==> src/rtl/dly_cfg_pkg.sv <==
package dly_cfg_pkg;

    localparam int IN_W  = 4;
    localparam int OA_W  = 3;
    localparam int OB_W  = 4;
    localparam int CFG_W = IN_W + OA_W + OB_W;

    typedef struct packed {
        logic [IN_W-1:0] in_sel;
        logic [OA_W-1:0] out_a_sel;
        logic [OB_W-1:0] out_b_sel;
    } dly_sel_t;

    // Earliest-shifted bits sit at the top of the staging word.
    function automatic dly_sel_t split_stream(input logic [CFG_W-1:0] s);
        dly_sel_t r;
        r.in_sel    = s[CFG_W-1 -: IN_W];
        r.out_a_sel = s[OA_W+OB_W-1 -: OA_W];
        r.out_b_sel = s[OB_W-1:0];
        return r;
    endfunction

endpackage

==> src/rtl/dly_cfg_shift.sv <==
module dly_cfg_shift #(
    parameter int W = 11
) (
    input  logic         clk,
    input  logic         rst,
    input  logic         en,
    input  logic         din,
    output logic [W-1:0] q
);

    always_ff @(posedge clk) begin
        if (rst) begin
            q <= '0;
        end else if (en) begin
            q <= {q[W-2:0], din};
        end
    end

endmodule

==> src/rtl/dly_cfg_hold.sv <==
module dly_cfg_hold
    import dly_cfg_pkg::*;
(
    input  logic     clk,
    input  logic     rst,
    input  logic     load,
    input  dly_sel_t d,
    output dly_sel_t q
);

    always_ff @(posedge clk) begin
        if (rst) begin
            q <= '0;
        end else if (load) begin
            q <= d;
        end
    end

endmodule

==> src/rtl/dly_cfg_reg.sv <==
module dly_cfg_reg
    import dly_cfg_pkg::*;
(
    input  logic            clk,
    input  logic            rst,
    input  logic            cfg_din,
    input  logic            cfg_en,
    input  logic            cfg_upd,
    output logic [IN_W-1:0] in_dly,
    output logic [OA_W-1:0] out_dly_a,
    output logic [OB_W-1:0] out_dly_b
);

    logic [CFG_W-1:0] stage_q;
    dly_sel_t         stage_sel;
    dly_sel_t         applied;

    dly_cfg_shift #(.W(CFG_W)) u_shift (
        .clk (clk),
        .rst (rst),
        .en  (cfg_en),
        .din (cfg_din),
        .q   (stage_q)
    );

    assign stage_sel = split_stream(stage_q);

    dly_cfg_hold u_hold (
        .clk  (clk),
        .rst  (rst),
        .load (cfg_upd),
        .d    (stage_sel),
        .q    (applied)
    );

    assign in_dly    = applied.in_sel;
    assign out_dly_a = applied.out_a_sel;
    assign out_dly_b = applied.out_b_sel;

endmodule

==> config.mk <==
export PLATFORM = sky130hd
export DESIGN_NAME = dly_cfg_reg
export DESIGN_NICKNAME = d
export VERILOG_FILES = /design/src/rtl/dly_cfg_pkg.sv /design/src/rtl/dly_cfg_shift.sv /design/src/rtl/dly_cfg_hold.sv /design/src/rtl/dly_cfg_reg.sv
export SDC_FILE = /design/constraint.sdc
export NUM_CORES = 1
export LEC_CHECK = 0
export ABC_AREA = 1
export BUFFER_PORTS_ARGS = -buffer_cell sky130_fd_sc_hd__buf_2
export CAP_MARGIN = 20
export CELL_PAD_IN_SITES_DETAIL_PLACEMENT = 0
export CELL_PAD_IN_SITES_GLOBAL_PLACEMENT = 1
export CORE_UTILIZATION = 29
export CTS_BUF_LIST = sky130_fd_sc_hd__clkbuf_4 sky130_fd_sc_hd__clkbuf_8
export DETAILED_ROUTE_END_ITERATION = 8
export GPL_TIMING_DRIVEN = 0
export MAX_ROUTING_LAYER = met4
export PLACE_DENSITY_LB_ADDON = 0.1
export SETUP_SLACK_MARGIN = 0.05
export SLEW_MARGIN = 20
export SYNTH_ARGS = -nofsm -noshare
export SYNTH_HDL_FRONTEND = slang
export SYNTH_SLANG_ARGS = --single-unit
==> constraint.sdc <==
create_clock -name clk -period 0.8 [get_ports clk]
set_input_delay 0.16 -clock clk [delete_from_list [all_inputs] [get_ports clk]]
set_output_delay 0.16 -clock clk [all_outputs]
set_load 0.1 [all_outputs]
; ---- Yosys cells after proc, flatten, opt, wreduce, memory -nomap -nowiden
; Index checks and enable logic that the tools add are counted.
[word_totals]
reg_bits = 22
in_bits = 5
output_inout_bits = 11
wordCells = 4

; ---- Longest topological paths before layout
[depth]
depth_word = 0
mapped_depth = 4
depth_no_buf = 4

; ---- Modules after synthesis
; A second synthesis with hierarchy kept.
[unflattened]
cells_unflattened = 140
hier_area_um2 = 915.9
[by_module_without_submodules]
columns = module, instances, cells_per_inst, area_per_inst_um2, seq_area_each_um2
row1 = dly_cfg_hold, 1, 70, 457.9, 220.2
row2 = dly_cfg_shift, 1, 70, 457.9, 220.2

; ---- Least setup slack after synthesis
; No wires, ideal clock.
[synth_timing]
path_type = register -> register
start = reg u_hold.q[0] (netlist name)
end = reg u_hold.q[0] (netlist name)
setup_time_ns = 0.063
arrival_ns = 1.151
t_required_ns = 0.737
path_slack_ns = -0.414
path_stages_with_launch = 3
synth_period_minus_slack_ns = 1.214
cell_sequence = dfxtp_1 -> nor2_1 -> nor2_2
[synth_rtl]
columns = element, line
row1 = "end signal, assigned", dly_cfg_hold.sv:13  ; q <= '0;
row2 = "end signal, assigned", dly_cfg_hold.sv:15  ; q <= d;
row3 = "end, declared", dly_cfg_hold.sv:8  ; output dly_sel_t q

; ---- Worst setup path in the final report
[layout_timing]
start = reg u_hold.q[1] (netlist name)
end = out out_dly_b[1]
[layout_rtl]
columns = element, line
row1 = "end, declared", dly_cfg_reg.sv:11  ; output logic [OB_W-1:0] out_dly_b
; No word-level cell between the ends.

==> flow_summary.toml <==
[power_and_ir_drop]
clock_power_share = 0.314
p_int_mw = 1.906
p_leak_nw = 0.6254
p_switching_mw = 0.8216
ir_worst_vdd_mv = 1.378
combPwrFrac = 0.244
swShare = 0.3012
pwr_density_cell_nw_per_um2 = 2114
p_seq_frac = 0.443

[critical_path]
crit_path_max_incr_delay_ns = 0.38
required_ns = 0.64
critPathCaptureType = "output pin"
setup.worst_path.start_class = "flop"
arrival_ns = 0.86
critPathTopFamily = "flip-flops"
path_cells = "buf_12"
critPathBufInv = 1
critical_path_class = "reg -> out"
critical_path.max_fanout = 2
slowest_stage = "dfxtp_4"

[final_layout]
fillCellCount = 303
post-route-util = 0.4560
stdcell_count = 182
drive_gt1_frac = 0.3179
n_antenna_cell = 0
area_delta_synth_final_pct = 45.01
fin_nets = 157

[global_route]
grt_max_degree = 14
antenna_found_initial = 0
gr-total-overflow = 0
grt_pass1_vias = 700
grt_pass1_wl_mm = 2.980
grt_usage = 0.1232

[floorplan]
die_height_um = 57.39
start_util = 0.3145
die_w_um = 57.39
rows = 19
ioPinCount = 16
core_sq_um = 2829
die-area_sq_um = 3293

[synth]
muxShareOfSynthArea = 0
netlist_instances = 129
ys_seq_area_frac = 0.4951
synth_top_family_by_area = "simple AND/OR/NAND/NOR gates"
ys_seq_elements = 22
synth-simple-area-share = 0.3882
yosys.area_share.adder = 0
synth-xor-area-share = 0
synth_cell_types = 8
syn_area_sq_um = 889.6
synth_nets = 134
synth.avg_cell_area_sq_um = 6.896
synth_compound_area_frac = 0
ys_warn_count = 0

[route]
drtPass1Iterations = 6
wl_met2_um = 709
wl_met1_um = 866
highest_layer = "met4"
remaining_drc_errors = 1
antenna_left = 0
vias = 745
wl_met3_um = 87
avgViaCountPerCell = 4.093
routedWlPerCell_um = 9.225
finalWirelength_mm = 1.679
drtIter0Drc = 17

[placed_design]
dpl.cell_count = 175
gp_congestion = 0.7291
place_ws_ns = -0.1013
io_buffers = 15
dpl.hpwl_mm = 1.192

[clocking]
hold_buffers = 0
cts_tree = "done"
cts_sinks = 22
clk_pin_slew_ns = 0.13
cts_buffer_depth = 2
clk_latency_ns = 0.31
cts_buffers = 3
htreeDepth = 1
cts-root-buf = "clkbuf_4"

[timing]
setup_viol = 11
hold_viol = 0
fmax_mhz = 980.8
grt_setup_unrepaired = "yes"
finalCritPeriodShare = 1.274
fin_crit_ns = 1.020
timing.hold.ws_ns = 0.08391
slew_headroom = 0.8666
worst_slack_ns = -0.2196
maxSlewViolCount = 0
finClkSkew_ns = 0.005151
worst_pin_slew_ns = 0.2000

[status]
outcome = "finished, violations left"
violations = "DRC, setup timing"

[job]
maxCapViolations = 0

[min_path]
hold_class = "in -> reg"
-- routing by layer --
metal | up-vias | global-route usage
li1 | 416 | -
met1 | 310 | 0.1466
met3 | 2 | 0.04762
met5 | - | -
met2 | 17 | 0.1944
met4 | 0 | 0.03136
-- sequential cells by signal, indices dropped and copies added (netlist names) --
register,cells
u_hold.q,11
u_shift.q,11
-- power by group through the flow --
stage               Sequential [mW]  Combinational (mW)  Clock (mW)
finish                         1.21               0.664       0.856
floorplan                      1.47               0.200           0
global route                   1.22               0.715       0.926
CTS                            1.21               0.668       0.887
detailed placement             1.21               0.544           0
global placement               1.21               0.544           0
-- per-stage QoR --
step | power, mW | area [sq um] | TNS [ns]
5_1_grt | 2.860 | 1290 | -2.831
3_5_place_dp | 1.757 | 1050 | -1.032
6_report | 2.728 | 1290 | -2.402
3_3_place_gp | 1.754 | 1050 | -1.013
4_1_cts | 2.763 | 1290 | -2.581
2_1_floorplan | 1.670 | 935.9 | 0
-- repair_timing --
action	CTS	global route
resized for setup	44	0
setup buffers	3	0
setup endpoints to repair	11	11
-- final timing paths --
| check | cells after the start | start | slack (ns) | to |
|---|---|---|---|---|
| min | 4 | rst | 0.08 | u_shift.q[9] |
| max reg2reg | 3 | u_hold.q[2] | 0.09 | u_hold.q[2] |
| min reg2reg | 2 | u_shift.q[1] | 0.48 | u_shift.q[1] |
| max | 1 | u_hold.q[1] | -0.22 | out_dly_b[1] |
-- synthesized netlist by cell type --
master | instances | share of area
nand2_1 | 44 | 0.19
inv_1 | 12 | 0.051
nor2_2 | 6 | 0.042
buf_2 | 2 | 0.011
buf_6 | 4 | 0.051
inv_2 | 1 | 0.0042
dfxtp_1 | 22 | 0.50
nor2_1 | 38 | 0.16
-- cells by family after synthesis --
family	count (synthesis)
simple gates	88
flops	22
buf+inv	19
-- cell type report --
cell class                 instances  area [sq um]  share of cell area
sequential                        22         481.7              0.3734
multi-input combinational         88         350.3              0.2716
timing repair buffer              18         262.8              0.2037
buffer                             6         55.05             0.04268
inverter                          13         48.80             0.03783
tap                               31         38.79             0.03007
clock inverter                     1         30.03             0.02328
clock buffer                       3         22.52             0.01746
-- cell usage in the layout, fill, tap and decap left out --
cell	count
buf_2	6
clkbuf_4	3
nor2_1	36
buf_12	11
buf_4	3
bufinv_16	1
dfxtp_1	11
inv_2	1
buf_6	4
dfxtp_4	11
nand2_1	44
nor2_2	8
inv_1	12
-- worst register-to-register path, stage by stage (launching register included) --
cell	delay (ns)
dfxtp_4	0.37
buf_4	0.13
nor2_2	0.08
nor2_2	0.04
Note: power is estimated with default switching activity, not from simulation.
